==> config.mk <==
export PLATFORM = sky130hd
export DESIGN_NAME = wdog_two_stage
export DESIGN_NICKNAME = d
export VERILOG_FILES = /design/src/rtl/wdog_pkg.sv /design/src/rtl/wdog_counter.sv /design/src/rtl/wdog_stage.sv /design/src/rtl/wdog_regs.sv /design/src/rtl/wdog_two_stage.sv
export SDC_FILE = /design/constraint.sdc
export NUM_CORES = 1
export LEC_CHECK = 0
export BUFFER_PORTS_ARGS = -buffer_cell sky130_fd_sc_hd__buf_2
export CAP_MARGIN = 20
export CORE_MARGIN = 2
export CORE_UTILIZATION = 40
export CTS_CLUSTER_SIZE = 16
export DETAILED_ROUTE_END_ITERATION = 6
export GPL_ROUTABILITY_DRIVEN = 0
export PLACE_DENSITY = 0.65
export SYNTH_ARGS = -nofsm -noshare
export SYNTH_HDL_FRONTEND = slang
export SYNTH_SLANG_ARGS = --single-unit
==> constraint.sdc <==
create_clock -name clk -period 1.95 [get_ports clk]
set_input_delay 0.2925 -clock clk [delete_from_list [all_inputs] [get_ports clk]]
set_output_delay 0.2925 -clock clk [all_outputs]
set_load 0.03 [all_outputs]
==> src/rtl/wdog_pkg.sv <==
package wdog_pkg;

    localparam int DATA_W  = 16;
    localparam int TMR_W   = 10;
    localparam int ADDR_W  = 3;
    localparam int CTRL2_W = 4;

    localparam logic [TMR_W-1:0]   TMR_RST   = TMR_W'(4);
    localparam logic [CTRL2_W-1:0] CTRL2_RST = CTRL2_W'(8);

    localparam int HALT_BIT   = 0;
    localparam int LOCK_BIT   = 1;
    localparam int FIRST_BIT  = 3;
    localparam int SECOND_BIT = 1;

    typedef enum logic [ADDR_W-1:0] {
        A_RELOAD = 3'd0,
        A_TIMER  = 3'd1,
        A_CTRL1  = 3'd2,
        A_CTRL2  = 3'd3,
        A_STS1   = 3'd4,
        A_STS2   = 3'd5
    } reg_addr_e;

    typedef struct packed {
        logic lock;
        logic halt;
    } ctrl1_t;

    typedef struct packed {
        logic second_to;
        logic first_to;
    } sts_t;

    function automatic logic [DATA_W-1:0] put_bit(input logic v, input int pos);
        logic [DATA_W-1:0] r;
        r = '0;
        r[pos] = v;
        return r;
    endfunction

endpackage

==> src/rtl/wdog_counter.sv <==
module wdog_counter
    import wdog_pkg::*;
#(
    parameter int TW = TMR_W
) (
    input  logic          clk,
    input  logic          rst,
    input  logic          tick_en,
    input  logic          halt,
    input  logic          load,
    input  logic [TW-1:0] load_val,
    output logic [TW-1:0] cnt,
    output logic          expire
);

    localparam logic [TW-1:0] ONE = TW'(1);

    logic step;

    assign step   = tick_en && !halt && !load && (cnt != '0);
    assign expire = step && (cnt == ONE);

    always_ff @(posedge clk) begin
        if (rst) begin
            cnt <= '0;
        end else if (load) begin
            cnt <= load_val;
        end else if (step) begin
            cnt <= expire ? load_val : cnt - ONE;
        end
    end

endmodule

==> src/rtl/wdog_stage.sv <==
module wdog_stage (
    input  logic clk,
    input  logic rst,
    input  logic expire,
    input  logic clear,
    input  logic no_reboot,
    output logic set_first,
    output logic set_second,
    output logic rst_req
);

    logic seen;

    assign set_first  = expire;
    assign set_second = expire && seen;

    always_ff @(posedge clk) begin
        if (rst) begin
            seen    <= 1'b0;
            rst_req <= 1'b0;
        end else begin
            if (clear) begin
                seen <= 1'b0;
            end else if (expire) begin
                seen <= 1'b1;
            end
            rst_req <= set_second && !no_reboot;
        end
    end

endmodule

==> src/rtl/wdog_regs.sv <==
module wdog_regs
    import wdog_pkg::*;
#(
    parameter int DW = DATA_W,
    parameter int TW = TMR_W,
    parameter int AW = ADDR_W,
    parameter int CW = CTRL2_W
) (
    input  logic          clk,
    input  logic          rst,
    input  logic          wr_en,
    input  logic [AW-1:0] wr_addr,
    input  logic [DW-1:0] wr_data,
    input  logic [AW-1:0] rd_addr,
    output logic [DW-1:0] rd_data,
    input  logic [TW-1:0] cnt,
    input  logic          set_first,
    input  logic          set_second,
    output logic          load,
    output logic [TW-1:0] tmr_val,
    output ctrl1_t        ctrl1,
    output sts_t          sts
);

    logic [CW-1:0] ctrl2;
    logic wr_tmr, wr_c1, wr_c2, clr_first, clr_second;

    assign load       = wr_en && (wr_addr == A_RELOAD);
    assign wr_tmr     = wr_en && (wr_addr == A_TIMER);
    assign wr_c1      = wr_en && (wr_addr == A_CTRL1);
    assign wr_c2      = wr_en && (wr_addr == A_CTRL2);
    assign clr_first  = wr_en && (wr_addr == A_STS1) && wr_data[FIRST_BIT];
    assign clr_second = wr_en && (wr_addr == A_STS2) && wr_data[SECOND_BIT];

    always_ff @(posedge clk) begin
        if (rst) begin
            tmr_val <= TMR_RST;
            ctrl1   <= '0;
            ctrl2   <= CTRL2_RST;
            sts     <= '0;
        end else begin
            if (wr_tmr) begin
                tmr_val <= wr_data[TW-1:0];
            end
            if (wr_c1) begin
                ctrl1.halt <= wr_data[HALT_BIT];
                ctrl1.lock <= ctrl1.lock | wr_data[LOCK_BIT];
            end
            if (wr_c2) begin
                ctrl2 <= wr_data[CW-1:0];
            end
            sts.first_to  <= set_first  | (sts.first_to  & ~clr_first);
            sts.second_to <= set_second | (sts.second_to & ~clr_second);
        end
    end

    always_comb begin
        rd_data = '0;
        case (rd_addr)
            A_RELOAD: rd_data = {{(DW-TW){1'b0}}, cnt};
            A_TIMER:  rd_data = {{(DW-TW){1'b0}}, tmr_val};
            A_CTRL1:  rd_data = put_bit(ctrl1.halt, HALT_BIT) | put_bit(ctrl1.lock, LOCK_BIT);
            A_CTRL2:  rd_data = {{(DW-CW){1'b0}}, ctrl2};
            A_STS1:   rd_data = put_bit(sts.first_to, FIRST_BIT);
            A_STS2:   rd_data = put_bit(sts.second_to, SECOND_BIT);
            default:  rd_data = '0;
        endcase
    end

endmodule

==> src/rtl/wdog_two_stage.sv <==
module wdog_two_stage
    import wdog_pkg::*;
(
    input  logic              clk,
    input  logic              rst,
    input  logic              tick_en,
    input  logic              no_reboot,
    input  logic              wr_en,
    input  logic [ADDR_W-1:0] wr_addr,
    input  logic [DATA_W-1:0] wr_data,
    input  logic [ADDR_W-1:0] rd_addr,
    output logic [DATA_W-1:0] rd_data,
    output logic              rst_req
);

    logic [TMR_W-1:0] cnt_w;
    logic [TMR_W-1:0] tmr_w;
    logic             load_w;
    logic             expire_w;
    logic             set_first_w;
    logic             set_second_w;
    ctrl1_t           ctrl1_w;
    sts_t             sts_w;

    wdog_regs #(
        .DW(DATA_W), .TW(TMR_W), .AW(ADDR_W), .CW(CTRL2_W)
    ) u_regs (
        .clk        (clk),
        .rst        (rst),
        .wr_en      (wr_en),
        .wr_addr    (wr_addr),
        .wr_data    (wr_data),
        .rd_addr    (rd_addr),
        .rd_data    (rd_data),
        .cnt        (cnt_w),
        .set_first  (set_first_w),
        .set_second (set_second_w),
        .load       (load_w),
        .tmr_val    (tmr_w),
        .ctrl1      (ctrl1_w),
        .sts        (sts_w)
    );

    wdog_counter #(.TW(TMR_W)) u_counter (
        .clk      (clk),
        .rst      (rst),
        .tick_en  (tick_en),
        .halt     (ctrl1_w.halt),
        .load     (load_w),
        .load_val (tmr_w),
        .cnt      (cnt_w),
        .expire   (expire_w)
    );

    wdog_stage u_stage (
        .clk        (clk),
        .rst        (rst),
        .expire     (expire_w),
        .clear      (load_w),
        .no_reboot  (no_reboot),
        .set_first  (set_first_w),
        .set_second (set_second_w),
        .rst_req    (rst_req)
    );

endmodule

* Word level (Yosys, flattened, before mapping)
Index checks and enable logic that the tools add are counted.
Operators by class: $add $sub $neg 1, equal/unequal tests 11, mux-type cells 4, bitwise gates (word level) 8, reduce and logical (&&, ||, !) cells 22
Operators by type and width (number):
- $pmux 16 s6 | 1
- $mux 10 | 3
- $logic_and 1x1->1 | 14
- $eq 3x2->1 const B | 4
- $eq 3x3->1 const B | 4
- $eq 10x1->1 const B | 1
- $reduce_bool 10->1 | 1
- $sub 10x1->10 const B | 1
- $eq 3x1->1 const B | 2
- $logic_not 3->1 | 2
- $logic_not 1->1 | 3
- $or 1x1->1 | 3
- $and 1x1->1 | 2
- $not 1->1 | 2
- $or 1x2->2 | 1
- $reduce_bool 2->1 | 1
- $reduce_or 2->1 | 1
Word-level totals: register bits after elaboration 30, output and inout bits 17, logic and storage cells 55

* Depth between registers and ports, before layout
Gate-level depths: netlist of run 1.
word-level depth 9, gate-level depth with buffers 9, depth with buffers taken out 7

* By module
Synthesis of run 1 repeated with hierarchy kept, for this count alone.
Unflattened totals: cells, all modules 218, area, all modules 1864.3 um^2
By module, submodules not included:
- wdog_regs | instances 1, cells an instance 119, area each 989.7 um^2
- wdog_counter | instances 1, cells an instance 92, area each 797.0 um^2
- wdog_stage | instances 1, cells an instance 7, area each 77.6 um^2

* Worst setup path before layout of run 1
No wires, ideal clock.
path type register to register, start point reg u_counter.cnt[0], end point reg u_counter.cnt[8], arrival time 1772 ps, required time 1835 ps, path slack 63 ps, cell stages (with the launch flop) 9, buffers on the path 1, cell sequence dfxtp_1 -> inv_1 -> ha_1 -> and4bb_1 -> and4_1 -> buf_6 -> nor2_4 -> mux2_4 -> o21a_1
On the way: longest elaborated chain between the ends 6
Ends and longest elaborated chain:
- start: declaration | RTL line wdog_counter.sv:12 | output logic [TW-1:0] cnt,
- start signal: assignment | RTL line wdog_counter.sv:27 | cnt <= load_val;
- start signal: assignment | RTL line wdog_counter.sv:29 | cnt <= expire ? load_val : cnt - ONE;
- branches (longest 6 deep; another with $sub 10x1->10)
Several ways; the timed one is not identified. The select of a mux whose other input is x is not followed. A chain may end at the register's enable or synchronous reset.

* Final worst setup path of run 1
start point reg u_counter.cnt[0], end point reg u_counter.cnt[7]
Same word-level chain as after synthesis.

==> results.sh, run 1 <==
export IMPL_outcome="finished clean"
export IMPL_wl_per_cell_um=15.2
export IMPL_final_common_cell="buf_2"
export IMPL_synthAdderAreaFrac_pct=2.11
export IMPL_yosys_warnings=0
export IMPL_cts_buffers=5
export IMPL_drt_pass1_iterations=4
export IMPL_portBuffers=31
export IMPL_grt_antenna_before_repair=0
export IMPL_p_total_mw=2.83
export IMPL_via_per_inst=5.55
export IMPL_final_util_pct=48.8
export IMPL_cp_max_fo=8
export IMPL_ant_nets=0
export IMPL_die_h_um=70.7
export IMPL_cp_end_kind="flop"
export IMPL_htree_levels=2
export IMPL_internal_power_mw=1.65
export IMPL_hp_class="primary input to flop"
export IMPL_synthArstFlopShare_pct=0
export IMPL_nets=283
export IMPL_worstPathArrival_ns=2.02
export IMPL_critPathSlowestCell="dfxtp_4"
export IMPL_clk_pin_slew_worst_paths_ns=0.07
export IMPL_slowest_delay_ns=0.36
export IMPL_fmax_mhz=542
export IMPL_leakage_nw=0.896
export IMPL_synthSimpleGateAreaFrac_pct=25.7
export IMPL_synth_area_mm2=0.00178
export IMPL_synth_top_family_by_area="simple AND/OR/NAND/NOR gates"
export IMPL_max_vdd_ir_drop_uv=431
export IMPL_finalMaxSlewViolations=0
export IMPL_io_pin_count=44
export IMPL_rsz0062_at_grt="false"
export IMPL_synth_xor_area_share_pct=0
export IMPL_switching_share_pct=41.9
export IMPL_drt_iter0_markers=71
export IMPL_rows=24
export IMPL_critPathKind="flop to flop"
export IMPL_worstSetupStartpointType="flop"
export IMPL_p_sw_mw=1.18
export IMPL_fin_crit_sh_pct=94.7
export IMPL_dpl_cell_area_mm2=0.00197
export IMPL_clock_sinks=30
export IMPL_grt_usage_pct=18.8
export IMPL_path_cells="inv_1 -> ha_2 -> and4bb_1 -> and4_1 -> nor2_4 -> buf_6 -> mux2i_1 -> o32ai_1"
export IMPL_synth_main_ff_cell="dfxtp_1"
export IMPL_ctsHoldBuffers=0
export IMPL_dieArea_mm2=0.00500
export IMPL_cts_root_buf="clkbuf_8"
export IMPL_clockPowerShare_pct=18.5
export IMPL_synthMuxAreaShare_pct=10.7
export IMPL_hpwl_mm=3.31
export IMPL_cp_data_required_time_ns=2.12
export IMPL_layout_min_cycle_time_ns=1.85
export IMPL_final_cell_mix="buf_2 (31), dfxtp_1 (28), nand2_1 (27), a21oi_1 (23), nor2_1 (19)"
export IMPL_synth_seq_cells=30
export IMPL_combPwrFrac_pct=50.9
export IMPL_grt_pass1_vias=1627
export IMPL_num_vias=1698
export IMPL_grt_overflow=0
export IMPL_skew_ns=0.00900
export IMPL_synth_distinct_cells=47
export IMPL_cts_tree="done"
export IMPL_cts_max_path_buffers=2
export IMPL_finalHoldViolCount=0
export IMPL_n_antenna_cell=0
export IMPL_power_density_mw_per_mm2=1340
export IMPL_syn_area_per_cell_um2=8.20
export IMPL_finalInstanceArea_mm2=0.00211
export IMPL_p_seq_share_pct=30.6
export IMPL_cap_viol_max_count=0
export IMPL_clock_latency_ns=0.29
export IMPL_drive_above_1_share_pct=26.4
export IMPL_synth_edf_count=0
export IMPL_totalWireLength_mm=4.64
export IMPL_grt_max_degree=20
export IMPL_start_util_pct=41.1
export IMPL_core_area_mm2=0.00432
export IMPL_die_w_um=70.7
export IMPL_grt_first_pass_wirelength_mm=7.45
export IMPL_final_setup_viol_count=0
export IMPL_fin_hold_ws_ns=0.167
export IMPL_synth_compound_area_share_pct=18.6
export IMPL_yosysSeqAreaShare_pct=33.8
export IMPL_syn_instance_count=217
export IMPL_drc=0
export IMPL_r2r_slack_ns=0.10
export IMPL_area_growth_syn_to_layout_pct=18.5
## power groups by stage
| stage | clock (mW) | combinational, mW | sequential, mW |
|---|---|---|---|
| CTS | 0.534 | 1.39 | 0.849 |
| finish | 0.523 | 1.44 | 0.866 |
| detailed placement | 0 | 1.36 | 0.863 |
| global placement | 0 | 1.34 | 0.863 |
| floorplan | 0 | 1.03 | 0.832 |
| global route | 0.551 | 1.57 | 0.879 |
## final cells by class
type,count,area (um^2)
well taps,52,65.1
repair buffers,43,253
clock buffers,7,86.3
fillers,451,2220
flip-flops and latches,30,606
multi-input cells,161,1050
clock inverters,1,5.00
inverters,12,45.0
## final timing paths
kind	startpoint	to	cells past startpoint
worst max-delay path	u_counter.cnt[0]$_SDFFE_PP0P_	u_counter.cnt[7]$_SDFFE_PP0P_	8
worst min-delay path	no_reboot	u_stage.rst_req$_SDFF_PP0_	2
worst max register to register	u_counter.cnt[0]$_SDFFE_PP0P_	u_counter.cnt[7]$_SDFFE_PP0P_	8
worst min register to register	u_regs.ctrl2[3]$_SDFFE_PP1P_	u_regs.ctrl2[3]$_SDFFE_PP1P_	1
## cells by family after synthesis
group,after synthesis
compound gates,50
fa+ha+maj,3
buf+inv,31
flops,30
mux,16
other cells,1
simple gates,86
## stage by stage
step / TNS (ns) / std cells / setup WS, ns
after floorplan: 0 / 222 / 0.0633
after global placement: 0 / 295 / 0.0475
after detailed placement: -0.00856 / 295 / -0.00856
after CTS: 0 / 305 / 0.0120
after global routing: 0 / 306 / 0.0242
final: 0 / 306 / 0.103
## cell usage after synthesis (2+ instances only)
cell type	number	area share, %
o21ai_0	2	0.56
a31oi_1	4	1.4
nand4b_1	2	0.98
clkbuf_1	9	1.9
mux4_2	2	2.5
nor3b_1	2	0.84
dfxtp_1	30	34
nand3_1	5	1.4
and2_1	2	0.70
a211o_1	2	0.98
and4_1	2	0.98
o32ai_1	6	3.0
nand2b_1	2	0.70
nand2_1	28	5.9
nor2_1	19	4.0
nor4_1	2	0.70
inv_1	12	2.5
nor3_1	5	1.4
nor3_4	2	1.8
nand3b_1	2	0.84
nand4_1	4	1.4
buf_4	7	3.0
mux2i_1	13	7.3
o21a_1	2	0.84
a21oi_1	24	6.8
ha_1	3	2.1
buf_6	2	1.3
a41oi_1	3	1.5
## layer usage
layer | share of wire, % | routed length (um) | global-route usage [%]
met4 | 1.5 | 69 | 8.81
met2 | 47 | 2180 | 29.4
met5 | 0 | 0 | 0
met1 | 47 | 2180 | 24.4
met3 | 4.6 | 213 | 4.70
## flip-flops by register name, indices dropped and copies added, names as in the netlist
register / count
u_regs.ctrl2: 4
u_regs.ctrl1: 2
u_stage.rst_req: 1
u_regs.tmr_val: 10
u_stage.seen: 1
u_counter.cnt: 10
u_regs.sts: 2
## critical path: cells and delay by family (launching register included)
| family | cells | cell delay (ns) |
|---|---|---|
| and+or+nand+nor | 3 | 0.63 |
| AOI/OAI and AO/OA | 1 | 0.10 |
| adders and majority gates | 1 | 0.18 |
| buffers and inverters | 2 | 0.26 |
| DFF | 1 | 0.36 |
| muxes | 1 | 0.20 |
## repair_timing
item                       in CTS  in global routing
setup endpoints to repair       1                 10
pin swaps                       1                  3
gates resized for setup         0                  9
setup buffers                   2                  1
(Power assumes the default switching activity.)
==> inputs of run 2 (changes only) <==
--- a/config.mk
+++ b/config.mk
@@ -13,6 +13,7 @@
 export DETAILED_ROUTE_END_ITERATION = 6
 export GPL_ROUTABILITY_DRIVEN = 0
 export PLACE_DENSITY = 0.65
+export RECOVER_POWER = 100
 export SYNTH_ARGS = -nofsm -noshare
 export SYNTH_HDL_FRONTEND = slang
 export SYNTH_SLANG_ARGS = --single-unit
==> run 2 against run 1 <==
Against the previous run: critical path depth unchanged; largest cell class unchanged; clock power about the same; count of clock-buffer cells in the layout unchanged; sequential share of layout area up 0.21 points; critical path type unchanged; largest power group unchanged; global-route usage unchanged.
==> results.sh, run 2 (synthesis gave the netlist of run 1 again) <==
export IMPL_outcome="finished clean"
export IMPL_drive_above_1_share_pct=22.0
export IMPL_leakage_nw=0.858
export IMPL_power_density_mw_per_mm2=1350
export IMPL_place_inst=295
export IMPL_max_vdd_ir_drop_uv=430
export IMPL_grt_first_pass_wirelength_mm=7.45
export IMPL_grt_pass1_vias=1627
export IMPL_clock_sinks=30
export IMPL_cp_data_required_time_ns=2.12
export IMPL_finalMaxSlewViolations=0
export IMPL_drc=0
export IMPL_crit_family="simple AND/OR/NAND/NOR gates"
export IMPL_wl_per_cell_um=15.2
export IMPL_rsz0062_at_grt="false"
export IMPL_cp_max_fo=8
export IMPL_finalInstanceArea_mm2=0.00209
export IMPL_core_area_mm2=0.00432
export IMPL_top_regs="u_counter.cnt: 10 flops, u_regs.tmr_val: 10 flops, u_regs.ctrl2: 4 flops"
export IMPL_die_w_um=70.7
export IMPL_totalWireLength_mm=4.65
export IMPL_grt_max_degree=20
export IMPL_fin_cells=306
export IMPL_skew_ns=0.00894
export IMPL_drt_iter0_markers=71
export IMPL_grt_antenna_before_repair=0
export IMPL_start_util_pct=41.1
export IMPL_worstPathArrival_ns=2.01
export IMPL_slew_headroom_pct=65.5
export IMPL_cts_buffers=5
export IMPL_num_vias=1701
export IMPL_ant_nets=0
export IMPL_grt_overflow=0
export IMPL_htree_levels=2
export IMPL_clock_latency_ns=0.29
export IMPL_via_per_inst=5.56
export IMPL_path_cells="inv_1 -> ha_2 -> and4bb_1 -> and4_1 -> nor2_4 -> buf_6 -> mux2i_1 -> o32ai_1"
export IMPL_fillers=457
export IMPL_dpl_cell_area_mm2=0.00197
export IMPL_dieArea_mm2=0.00500
export IMPL_seq_area_um2=606
export IMPL_final_common_cell="dfxtp_1"
export IMPL_worstSetupStartpointType="flop"
export IMPL_io_pin_count=44
export IMPL_rows=24
export IMPL_finalHoldViolCount=0
export IMPL_clk_pin_slew_worst_paths_ns=0.07
export IMPL_cts_tree="done"
export IMPL_hpwl_mm=3.31
export IMPL_critPathBufInv=2
export IMPL_cts_root_buf="clkbuf_8"
export IMPL_hp_class="primary input to flop"
export IMPL_tightestPinTransition_ns=0.517
export IMPL_cap_viol_max_count=0
export IMPL_cp_end_kind="flop"
export IMPL_portBuffers=31
export IMPL_fin_crit_sh_pct=94.3
export IMPL_grt_usage_pct=18.8
export IMPL_cts_max_path_buffers=2
export IMPL_setup_tns_final_ns=0
export IMPL_multiInputGateArea_mm2=0.00104
export IMPL_die_h_um=70.7
export IMPL_nets=283
export IMPL_final_util_pct=48.4
export IMPL_r2r_slack_ns=0.11
export IMPL_fmax_mhz=544
export IMPL_area_growth_syn_to_layout_pct=17.7
export IMPL_final_setup_viol_count=0
export IMPL_layout_min_cycle_time_ns=1.84
export IMPL_drt_pass1_iterations=4
export IMPL_slowest_delay_ns=0.36
export IMPL_timing_final_ws_setup_ns=0.111
export IMPL_critPathKind="flop to flop"
export IMPL_n_antenna_cell=0
export IMPL_dpl_worst_slack_ns=-0.00856
export IMPL_critPathSlowestCell="dfxtp_4"
export IMPL_final_cell_mix="dfxtp_1 (28), nand2_1 (27), a21oi_1 (24), buf_2 (20), nor2_1 (19)"
run 2: cell types whose count changed in the layout (fill, tap and decap cells not counted):
cell	previous run	this run
a21oi_2	1	0
or2_0	0	1
clkbuf_2	0	2
and2_1	2	1
and2_0	0	1
a21oi_1	23	24
clkbuf_1	1	10
buf_2	31	20
or2_2	1	0
buf_4	10	9
clkbuf_4	0	1
run 2: cell type report:
class / count / area share (%)
clock buffers: 7 / 4.12
clock inverters: 1 / 0.239
inverters: 12 / 2.15
multi-input cells: 161 / 49.9
flip-flops and latches: 30 / 28.9
well taps: 52 / 3.11
repair buffers: 43 / 11.5
run 2: worst paths after layout:
path / endpoint / start / depth (start not counted)
max: u_counter.cnt[7]$_SDFFE_PP0P_ / u_counter.cnt[0]$_SDFFE_PP0P_ / 8
min reg2reg: u_regs.ctrl2[3]$_SDFFE_PP1P_ / u_regs.ctrl2[3]$_SDFFE_PP1P_ / 1
max reg2reg: u_counter.cnt[7]$_SDFFE_PP0P_ / u_counter.cnt[0]$_SDFFE_PP0P_ / 8
min: u_stage.rst_req$_SDFF_PP0_ / no_reboot / 2
run 2: through the flow:
step	total power [mW]	hold slack, ns
after global routing	3.00	0.174
final	2.82	0.167
after global placement	2.20	0.444
after CTS	2.77	0.168
after floorplan	1.86	0.369
after detailed placement	2.23	0.453
run 2: repair_timing:
item	4_1_cts	5_1_grt
hold buffers	0	0
gates resized for setup	0	9
setup buffers	2	1
pin swaps	1	3
endpoints found under the setup margin	1	10
hold endpoints to repair	0	0
run 2: power breakdown:
part / internal, mW / leakage, nW / switching (mW) / total [mW]
clock network: 0.284 / 0.0482 / 0.240 / 0.524
registers: 0.733 / 0.245 / 0.133 / 0.866
logic: 0.625 / 0.565 / 0.807 / 1.43
run 2: routing by layer:
layer | vias up | part of all wire (%) | GRT usage, %
li1 | 838 | - | -
met1 | 785 | 46 | 24.4
met2 | 71 | 46 | 29.4
met3 | 7 | 5.9 | 4.70
met4 | 0 | 1.5 | 8.81
met5 | - | 0 | 0
run 2: worst reg2reg max path: cells and delay by family (launching register included):
family / cells / cell delay [ns]
and+or+nand+nor: 3 / 0.63
AOI/OAI and AO/OA: 1 / 0.10
buffers and inverters: 2 / 0.26
adders and majority gates: 1 / 0.18
DFF: 1 / 0.36
muxes: 1 / 0.20
